<file path="src/rtl/divc_pkg.sv">
package divc_pkg;

    typedef enum logic [1:0] {
        ST_IDLE    = 2'd0,
        ST_SWALLOW = 2'd1,
        ST_FILL    = 2'd2
    } div_state_e;

endpackage

</file>
<file path="src/rtl/divc_frac_acc.sv">
module divc_frac_acc #(
    parameter int F_W = 5
) (
    input  logic           clk,
    input  logic           rst_n,
    input  logic           load,
    input  logic [F_W-1:0] f_in,
    output logic           carry
);
    logic [F_W-1:0] acc_q;
    logic [F_W:0]   sum;

    always_comb begin
        sum   = {1'b0, acc_q} + {1'b0, f_in};
        carry = sum[F_W];
    end

    always_ff @(posedge clk or negedge rst_n) begin
        if (!rst_n) begin
            acc_q <= '0;
        end else if (load) begin
            acc_q <= sum[F_W-1:0];
        end
    end
endmodule

</file>
<file path="src/rtl/divc_cfg_check.sv">
module divc_cfg_check #(
    parameter int M_W    = 11,
    parameter int A_W    = 5,
    parameter int P_HI   = 32,
    parameter int P_LO   = 16,
    parameter int MIN_HI = 1024,
    parameter int MIN_LO = 256
) (
    input  logic           clk,
    input  logic           rst_n,
    input  logic           load,
    input  logic [M_W-1:0] m_in,
    input  logic [A_W-1:0] a_in,
    input  logic           p_hi_in,
    output logic           err_q,
    output logic           p_hi_q
);
    localparam int R_W = M_W + $clog2(P_HI) + 2;

    logic [R_W-1:0] ratio;
    logic [R_W-1:0] min_ratio;
    logic           bad;

    always_comb begin
        ratio     = (p_hi_in ? R_W'(m_in) * R_W'(P_HI) : R_W'(m_in) * R_W'(P_LO)) + R_W'(a_in);
        min_ratio = p_hi_in ? R_W'(MIN_HI) : R_W'(MIN_LO);
        bad       = (M_W'(a_in) > m_in) || (ratio < min_ratio);
    end

    always_ff @(posedge clk or negedge rst_n) begin
        if (!rst_n) begin
            err_q  <= 1'b0;
            p_hi_q <= 1'b0;
        end else if (load) begin
            err_q  <= bad;
            p_hi_q <= p_hi_in;
        end
    end
endmodule

</file>
<file path="src/rtl/divc_seq.sv">
module divc_seq
    import divc_pkg::*;
#(
    parameter int M_W = 11,
    parameter int A_W = 5
) (
    input  logic           clk,
    input  logic           rst_n,
    input  logic [M_W-1:0] m_in,
    input  logic [A_W-1:0] a_in,
    input  logic           carry,
    output logic           load,
    output div_state_e     state,
    output logic           mod_ctl,
    output logic           div_pulse,
    output logic [M_W-1:0] m_act,
    output logic [A_W-1:0] a_act
);
    localparam int S_W = A_W + 1;

    div_state_e     state_q, state_d, load_target;
    logic [M_W-1:0] cnt_q;
    logic [M_W:0]   cnt_nx;
    logic [S_W-1:0] swal_q, swal_nx;
    logic           end_cyc;

    always_comb begin
        cnt_nx      = {1'b0, cnt_q} + 1'b1;
        end_cyc     = (state_q != ST_IDLE) && (cnt_nx >= {1'b0, m_act});
        load        = (state_q == ST_IDLE) || end_cyc;
        swal_nx     = {1'b0, a_in} + S_W'(carry);
        load_target = (swal_nx != '0) ? ST_SWALLOW : ST_FILL;
    end

    // next-state selection
    always_comb begin
        state_d = state_q;
        unique case (state_q)
            ST_IDLE:    state_d = load_target;
            ST_SWALLOW: begin
                if (end_cyc)
                    state_d = load_target;
                else if (cnt_nx >= (M_W+1)'(swal_q))
                    state_d = ST_FILL;
            end
            ST_FILL:    if (end_cyc) state_d = load_target;
            default:    state_d = ST_IDLE;
        endcase
    end

    // state register
    always_ff @(posedge clk or negedge rst_n) begin
        if (!rst_n) state_q <= ST_IDLE;
        else        state_q <= state_d;
    end

    // counters and captured configuration
    always_ff @(posedge clk or negedge rst_n) begin
        if (!rst_n) begin
            cnt_q  <= '0;
            swal_q <= '0;
            m_act  <= '0;
            a_act  <= '0;
        end else if (load) begin
            cnt_q  <= '0;
            swal_q <= swal_nx;
            m_act  <= m_in;
            a_act  <= a_in;
        end else begin
            cnt_q  <= cnt_nx[M_W-1:0];
        end
    end

    // outputs
    always_comb begin
        state     = state_q;
        mod_ctl   = (state_q == ST_SWALLOW);
        div_pulse = end_cyc;
    end
endmodule

</file>
<file path="src/rtl/pswallow_frac_div.sv">
module pswallow_frac_div
    import divc_pkg::*;
#(
    parameter int M_W    = 11,
    parameter int A_W    = 5,
    parameter int F_W    = 5,
    parameter int P_HI   = 32,
    parameter int P_LO   = 16,
    parameter int MIN_HI = 1024,
    parameter int MIN_LO = 256
) (
    input  logic           clk,
    input  logic           rst_n,
    input  logic [M_W-1:0] m_val,
    input  logic [A_W-1:0] a_val,
    input  logic [F_W-1:0] f_val,
    input  logic           p32_sel,
    output logic           mod_ctl,
    output logic           div_pulse,
    output logic           p32_act,
    output logic           cfg_err
);
    logic           load_w;
    logic           carry_w;
    div_state_e     st_w;
    logic [M_W-1:0] m_act_w;
    logic [A_W-1:0] a_act_w;

    divc_frac_acc #(.F_W(F_W)) u_acc (
        .clk   (clk),
        .rst_n (rst_n),
        .load  (load_w),
        .f_in  (f_val),
        .carry (carry_w)
    );

    divc_seq #(.M_W(M_W), .A_W(A_W)) u_seq (
        .clk       (clk),
        .rst_n     (rst_n),
        .m_in      (m_val),
        .a_in      (a_val),
        .carry     (carry_w),
        .load      (load_w),
        .state     (st_w),
        .mod_ctl   (mod_ctl),
        .div_pulse (div_pulse),
        .m_act     (m_act_w),
        .a_act     (a_act_w)
    );

    divc_cfg_check #(
        .M_W(M_W), .A_W(A_W), .P_HI(P_HI), .P_LO(P_LO),
        .MIN_HI(MIN_HI), .MIN_LO(MIN_LO)
    ) u_cfg (
        .clk     (clk),
        .rst_n   (rst_n),
        .load    (load_w),
        .m_in    (m_val),
        .a_in    (a_val),
        .p_hi_in (p32_sel),
        .err_q   (cfg_err),
        .p_hi_q  (p32_act)
    );
endmodule

</file>
<file path="config.mk">
export PLATFORM = sky130hd
export DESIGN_NAME = pswallow_frac_div
export DESIGN_NICKNAME = d
export VERILOG_FILES = /design/src/rtl/divc_pkg.sv /design/src/rtl/divc_frac_acc.sv /design/src/rtl/divc_cfg_check.sv /design/src/rtl/divc_seq.sv /design/src/rtl/pswallow_frac_div.sv
export SDC_FILE = /design/constraint.sdc
export NUM_CORES = 1
export LEC_CHECK = 0
export BUFFER_PORTS_ARGS = -buffer_cell sky130_fd_sc_hd__buf_4
export CORE_ASPECT_RATIO = 0.6
export CORE_UTILIZATION = 63
export DETAILED_ROUTE_END_ITERATION = 10
export PLACE_DENSITY = 0.85
export REMOVE_ABC_BUFFERS = 1
export SYNTH_ARGS = -nofsm -noshare
export SYNTH_HDL_FRONTEND = slang
export SYNTH_SLANG_ARGS = --single-unit
</file>
<file path="constraint.sdc">
create_clock -name clk -period 4.15 [get_ports clk]
set_input_delay 0.2075 -clock clk [delete_from_list [all_inputs] [get_ports clk]]
set_output_delay 0.2075 -clock clk [all_outputs]
set_load 0.03 [all_outputs]
</file>
==> results.py, run 1 <==
metrics = {
    "synthesis": {
        "synth_top_family_by_area": "adder cells",
        "avgSynthCellArea_um2": 10.3,
        "yosysSeqAreaShare": 0.359,
        "synth_compound_area_frac": 0.0839,
        "synth.area.mux_share": 0.127,
        "synthesis.area_um2": 2580,
        "synthDistinctLibCells": 43,
        "ys_ff_latch": 37,
        "synthXorXnorAreaFrac": 0.0509,
        "synth_fa_ha_area_frac": 0.158,
        "yosys_warnings": 0,
        "async_flop_share": 1.00,
        "synth-edff-count": 0,
        "synth_ff_type": "dfrtp_1",
        "synthSimpleGateAreaFrac": 0.157,
        "syn_inst": 251,
    },
    "critical_path": {
        "path_cells": "and4_1 > nand2_2 > xor2_1 > inv_1 > ha_1 > nand4_1 > a21oi_1 > a21oi_2 > o21ba_4 > o21ai_2 > buf_4 > mux2_4",
        "cpMaxStageDelayCell": "dfrtp_1",
        "cpLargestDelayFamily": "compound AO/OA/AOI/OAI gates",
        "cp.depth": 12,
        "crit_path_start_kind": "register",
        "rrSetupSlack_ns": 1.02,
        "cp_max_fo": 13,
        "slowest_delay_ns": 0.42,
        "path_buf_inv": 2,
        "reg2regPathDepth": 12,
        "arrival_ns": 3.31,
        "r2r_end": "u_acc.acc_q[2]",
        "endpoint": "u_acc.acc_q[2]",
        "endpoint_kind": "register",
        "r2r_start": "u_seq.cnt_q[2]",
        "critPathKind": "reg2reg",
        "critPathLaunch": "u_seq.cnt_q[2]",
        "cp.required_ns": 4.33,
    },
    "sta": {
        "skew_ns": 0.00332,
        "tns_ns": 0,
        "setup_viol": 0,
        "worst_pin_slew_ns": 0.609,
        "period_minus_slack_ns": 3.13,
        "hold_ws_ns": 0.153,
        "drv_slew": 0,
        "hold_viol_final": 0,
        "slew_headroom": 0.594,
        "min_period_over_period": 0.754,
        "rsz0062_at_grt": "no",
        "fmax_ghz": 0.320,
    },
    "routing": {
        "via_count": 1915,
        "dr.pass1.iters": 10,
        "drtIter0Drc": 150,
        "postRouteAntennaNets": 0,
        "drc": 3,
        "routedWlPerCell_um": 16.9,
        "viasPerCell": 5.80,
        "wirelength_um": 5590,
    },
    "clock_tree": {
        "ctsResizeCount": 0,
        "clk_pin_slew_worst_paths_ns": 0.07,
        "clock_sinks": 37,
        "numCtsBuffers": 5,
        "insertion_delay_ns": 0.30,
        "clock_path_buffers": 2,
        "cts_tree": "built",
        "cts_max_level": 2,
        "cts-root-buf": "clkbuf_8",
    },
    "global_routing": {
        "grt_pass1_wl_um": 9570,
        "grt_pass1_vias": 1979,
        "grt_overflow": 0,
        "grt_max_degree": 38,
        "grtUsageTotal": 0.298,
        "antenna_found_initial": 0,
    },
    "power": {
        "p_sw_mw": 0.699,
        "clkPwrFrac": 0.176,
        "power_density_nw_per_um2": 640,
        "sw_frac_of_total": 0.374,
        "p_int_mw": 1.17,
        "p_seq_frac": 0.322,
        "power.leakage_nw": 1.52,
        "combPwrFrac": 0.501,
        "max-vdd-ir-drop_uv": 434,
    },
    "status": {
        "violations": "design-rule violations",
        "status": "finished, violations left",
    },
    "cells_and_area": {
        "num_antenna_cells": 0,
        "final_nets": 338,
        "area_delta_synth_final_pct": 13.3,
        "layout_common_cells": "dfrtp_1 (37), ha_1 (31), inv_1 (28), buf_4 (28), mux2_4 (15)",
        "layout_commonest_cell": "dfrtp_1",
        "drive_gt1_frac": 0.198,
        "fillers": 270,
    },
    "place": {
        "gp_congestion": 0.887,
        "numPortBuffers": 27,
        "hpwlAfterDp_um": 4090,
    },
    "die": {
        "coreArea_um2": 3790,
        "die_w_um": 84.6,
        "row_count": 17,
        "dieArea_um2": 4360,
        "num_io_pins": 28,
        "dieHeight_um": 51.6,
        "floorplan.initialDensity": 0.681,
    },
    "flow_run": {
        "drv_cap": 0,
    },
    "worst_hold_path": {
        "hp-class": "in2reg",
    },
}
## worst min path at each step
stage                  start             end  slack (ns)  cells past startpoint
floorplan              rst_n  u_acc.acc_q[0]       -0.09                      0
global placement       rst_n    u_cfg.p_hi_q        0.20                      1
detailed placement     rst_n    u_cfg.p_hi_q        0.19                      1
CTS                 m_val[9]  u_seq.m_act[9]        0.15                      2
global route        m_val[8]  u_seq.m_act[8]        0.14                      2
finish              m_val[9]  u_seq.m_act[9]        0.15                      2
## cells in the mapped netlist (2+ instances only)
library cell / number / share of area
inv_1: 28 / 0.041
xnor2_1: 8 / 0.027
and2_1: 7 / 0.017
a21o_1: 3 / 0.0087
o21ai_0: 6 / 0.012
nor4_1: 2 / 0.0049
nand3_1: 11 / 0.021
a211oi_1: 2 / 0.0058
mux2_4: 15 / 0.087
clkinv_1: 2 / 0.0029
dfrtp_1: 37 / 0.36
and3_1: 4 / 0.0097
nand4_1: 4 / 0.0097
xor2_1: 7 / 0.024
nand2_1: 13 / 0.019
ha_1: 31 / 0.15
mux2i_1: 9 / 0.035
nand2b_1: 3 / 0.0073
buf_6: 4 / 0.017
nor2b_1: 4 / 0.0097
nand4b_1: 2 / 0.0068
o21ai_1: 3 / 0.0058
nor2_1: 14 / 0.020
nor3_1: 3 / 0.0058
a21oi_1: 11 / 0.021
## cell type report
class / count / area [µm²] / area share
clock buffer: 7 / 86.3 / 0.0296
timing repair buffer: 29 / 220 / 0.0754
tap: 47 / 58.8 / 0.0201
clock inverter: 1 / 30.0 / 0.0103
inverter: 30 / 113 / 0.0385
sequential: 37 / 926 / 0.317
multi-input combinational: 179 / 1490 / 0.509
## routing by layer
metal,vias up,GRT usage,share of wire
li1,926,-,-
met1,920,0.405,0.50
met2,54,0.472,0.43
met3,15,0.0889,0.063
met4,0,0.0791,0.012
met5,-,0,0
## worst register-to-register path, delay by kind of cell, from the launching register on
kind / cells / cell delay [ns]
DFF: 1 / 0.42
adders and majority gates: 1 / 0.32
buffers and inverters: 2 / 0.45
AOI/OAI and AO/OA: 4 / 0.72
xor gates and xnor gates: 1 / 0.26
muxes: 1 / 0.33
and+or+nand+nor: 3 / 0.51
## metrics by stage
step | setup WS, ns | instances | total power, mW | area (µm²) | util
2_1_floorplan | 1.42 | 246 | 1.28 | 2530 | -
3_5_place_dp | 1.07 | 321 | 1.51 | 2800 | 0.738
4_1_cts | 1.05 | 330 | 1.86 | 2920 | 0.772
6_report | 1.02 | 330 | 1.87 | 2920 | 0.772
3_3_place_gp | 1.11 | 321 | 1.47 | 2800 | 0.738
5_1_grt | 0.864 | 330 | 2.01 | 2920 | 0.772
## sequential cells by signal (all words and copies together) (netlist names)
name / count
u_seq.cnt_q: 11
u_seq.m_act: 11
u_seq.swal_q: 6
u_acc.acc_q: 5
u_seq.state: 2
u_cfg.err_q: 1
u_cfg.p_hi_q: 1
## what timing repair did
action	CTS	global route
buffers inserted	0	0
hold buffers	1	0
hold endpoints to repair	37	0
## cell families (layout without fill, tap and decap cells)
family,count (synthesis),after routing
xor+xnor,15,15
mux,25,25
flops,37,37
buf+inv,35,67
simple gates,74,74
fa+ha+maj,32,32
compound gates,33,33
## power groups by stage
stage          combinational, mW  sequential [mW]  clock (mW)
6_report                   0.937            0.603       0.330
5_1_grt                     1.04            0.613       0.351
4_1_cts                    0.937            0.600       0.328
3_5_place_dp               0.907            0.602           0
3_3_place_gp               0.875            0.598           0
2_1_floorplan              0.696            0.585           0
Power figures use the tool's default switching activity.
==> run 2: changes to the inputs <==
--- a/config.mk
+++ b/config.mk
@@ -7,9 +7,9 @@
 export LEC_CHECK = 0
 export BUFFER_PORTS_ARGS = -buffer_cell sky130_fd_sc_hd__buf_4
 export CORE_ASPECT_RATIO = 0.6
-export CORE_UTILIZATION = 63
+export CORE_UTILIZATION = 53
 export DETAILED_ROUTE_END_ITERATION = 10
-export PLACE_DENSITY = 0.85
+export PLACE_DENSITY = 0.76
 export REMOVE_ABC_BUFFERS = 1
 export SYNTH_ARGS = -nofsm -noshare
 export SYNTH_HDL_FRONTEND = slang
==> constraint.sdc (replaced) <==
create_clock -name clk -period 2.85 [get_ports clk]
set_input_delay 0.1425 -clock clk [delete_from_list [all_inputs] [get_ports clk]]
set_output_delay 0.1425 -clock clk [all_outputs]
set_load 0.03 [all_outputs]
==> results.py, run 2 (same netlist as run 1, synthesis figures left out) <==
metrics = {
    "sta": {
        "period_minus_slack_ns": 2.71,
        "drv_slew": 0,
        "skew_ns": 0.0119,
        "slew_headroom": 0.688,
        "setup_viol": 0,
        "hold_viol_final": 0,
        "fmax_ghz": 0.369,
        "rsz0062_at_grt": "no",
        "min_period_over_period": 0.950,
        "setup_slack_ns": 0.142,
        "worst_pin_slew_ns": 0.464,
    },
    "cells_and_area": {
        "layout_commonest_cell": "buf_4",
        "drive_gt1_frac": 0.298,
        "area_delta_synth_final_pct": 23.4,
        "stdcell_count": 365,
        "largestRegisters": "u_seq.cnt_q (11), u_seq.m_act (11), u_seq.swal_q (6)",
        "num_antenna_cells": 0,
        "fillers": 376,
        "final_nets": 357,
        "layout_common_cells": "buf_4 (44), dfrtp_1 (35), ha_1 (28)",
    },
    "place": {
        "gp_congestion": 0.816,
        "pre_cts_ws_ns": -0.00885,
        "hpwlAfterDp_um": 4370,
        "placedCellCount": 351,
        "numPortBuffers": 27,
    },
    "global_routing": {
        "met1_usage": 0.387,
        "grt_pass1_wl_um": 9460,
        "globalRoute.busiestLayer": "met1",
        "grt_use_met3": 0.0574,
        "grtUsageTotal": 0.245,
        "grt_max_degree": 38,
        "grt_overflow": 0,
        "antenna_found_initial": 0,
        "grt_pass1_vias": 1881,
        "use_met2": 0.326,
    },
    "critical_path": {
        "rrSetupSlack_ns": 0.16,
        "cpLargestDelayFamily": "simple AND/OR/NAND/NOR gates",
        "reg2regPathDepth": 12,
        "cp.required_ns": 2.71,
        "endpoint": "div_pulse",
        "cpMaxStageDelayCell": "dfrtp_2",
        "slowest_delay_ns": 0.45,
        "cp_max_fo": 4,
        "cp.depth": 12,
        "r2r_end": "u_seq.swal_q[0]",
        "path_cells": "and3_1 > nand2_2 > xor2_4 > inv_2 > ha_4 > nand4_1 > a21oi_2 > a21oi_2 > o21ba_4 > buf_6 > nor2_1 > buf_4",
        "cpMostUsedCell": "a21oi_2",
        "path_buf_inv": 3,
        "critPathKind": "reg2out",
        "crit_path_start_kind": "register",
        "r2r_start": "u_seq.cnt_q[4]",
        "critPathLaunch": "u_seq.cnt_q[1]",
        "endpoint_kind": "output port",
        "arrival_ns": 2.57,
    },
    "die": {
        "dieArea_um2": 5160,
        "coreArea_um2": 4610,
        "floorplan.initialDensity": 0.559,
        "num_io_pins": 28,
        "die_w_um": 92.1,
        "row_count": 19,
        "dieHeight_um": 56.0,
    },
    "clock_tree": {
        "clk_pin_slew_worst_paths_ns": 0.08,
        "insertion_delay_ns": 0.30,
        "numCtsBuffers": 5,
        "cts-root-buf": "clkbuf_8",
        "cts_max_level": 2,
        "clock_sinks": 37,
        "clock_path_buffers": 2,
        "cts_tree": "built",
    },
    "power": {
        "power_density_nw_per_um2": 897,
        "max-vdd-ir-drop_uv": 532,
        "power.leakage_nw": 1.62,
    },
    "flow_run": {
        "drv_cap": 0,
    },
    "routing": {
        "drtIter0Drc": 88,
        "dr.pass1.iters": 4,
        "routedWlPerCell_um": 15.6,
        "via_count": 1901,
        "postRouteAntennaNets": 0,
        "drc": 0,
        "wirelength_um": 5690,
        "viasPerCell": 5.21,
    },
    "status": {
        "status": "finished, final reports clean",
    },
    "worst_hold_path": {
        "hp-class": "in2reg",
        "worstHoldStart": "m_val[8]",
    },
}
[run 2: layout make-up]
cell class	instances	area, µm²	share of cell area
timing repair buffer	48	392	0.123
sequential	37	928	0.292
tap	63	78.8	0.0248
inverter	30	113	0.0354
clock inverter	2	13.8	0.00433
clock buffer	6	82.6	0.0260
multi-input combinational	179	1570	0.495
[run 2: worst min path at each step]
| stage | cells after the start | endpoint | slack, ns |
|---|---|---|---|
| 2_1_floorplan | 0 | u_acc.acc_q[0] | -0.15 |
| 3_3_place_gp | 1 | u_seq.cnt_q[0] | 0.13 |
| 3_5_place_dp | 1 | u_seq.swal_q[3] | 0.13 |
| 4_1_cts | 2 | u_seq.m_act[8] | 0.08 |
| 5_1_grt | 2 | u_seq.m_act[8] | 0.09 |
| 6_report | 2 | u_seq.m_act[8] | 0.09 |
[run 2: what timing repair did]
action | CTS | global route
endpoints found under the setup margin | 8 | 22
resized for setup | 3 | 17
hold buffers | 1 | 0
pin swaps | 0 | 5
setup buffers | 2 | 3
hold endpoints to repair | 37 | 0
cloned | 0 | 0
[run 2: through the flow]
stage	cell area [µm²]	total power [mW]	utilization	hold WS, ns	TNS (ns)
4_1_cts	3080	2.78	0.667	0.0789	0
3_3_place_gp	2930	2.26	0.636	0.134	0
3_5_place_dp	2930	2.32	0.636	0.133	-0.00885
5_1_grt	3180	3.09	0.690	0.0864	0
6_report	3180	2.85	0.690	0.0857	0
2_1_floorplan	2530	1.87	-	-0.153	0
[run 2: worst register-to-register path, cell delays in order, from the launching register on]
cell and delay [ns]:
dfrtp_1 0.40, and4_4 0.27, nand4_1 0.12, xor2_1 0.23
inv_1 0.10, ha_4 0.22, a21o_1 0.17, a21oi_1 0.12
o21ai_1 0.08, o21ba_4 0.24, nor2b_4 0.20, buf_12 0.14
mux2_4 0.30
[run 2: power breakdown]
part | switching (mW) | internal (mW) | total (mW)
Combinational | 0.731 | 0.856 | 1.59
Sequential | 0.136 | 0.737 | 0.873
Clock | 0.197 | 0.196 | 0.393
Total | 1.06 | 1.79 | 2.85
[run 2: metal layers]
metal / wire length, µm / share of wire / vias to the layer above
met3: 266 / 0.047 / 7
met5: 0 / 0 / -
met1: 3120 / 0.55 / 882
met2: 2250 / 0.39 / 41
met4: 61 / 0.011 / 0
li1: - / - / 971
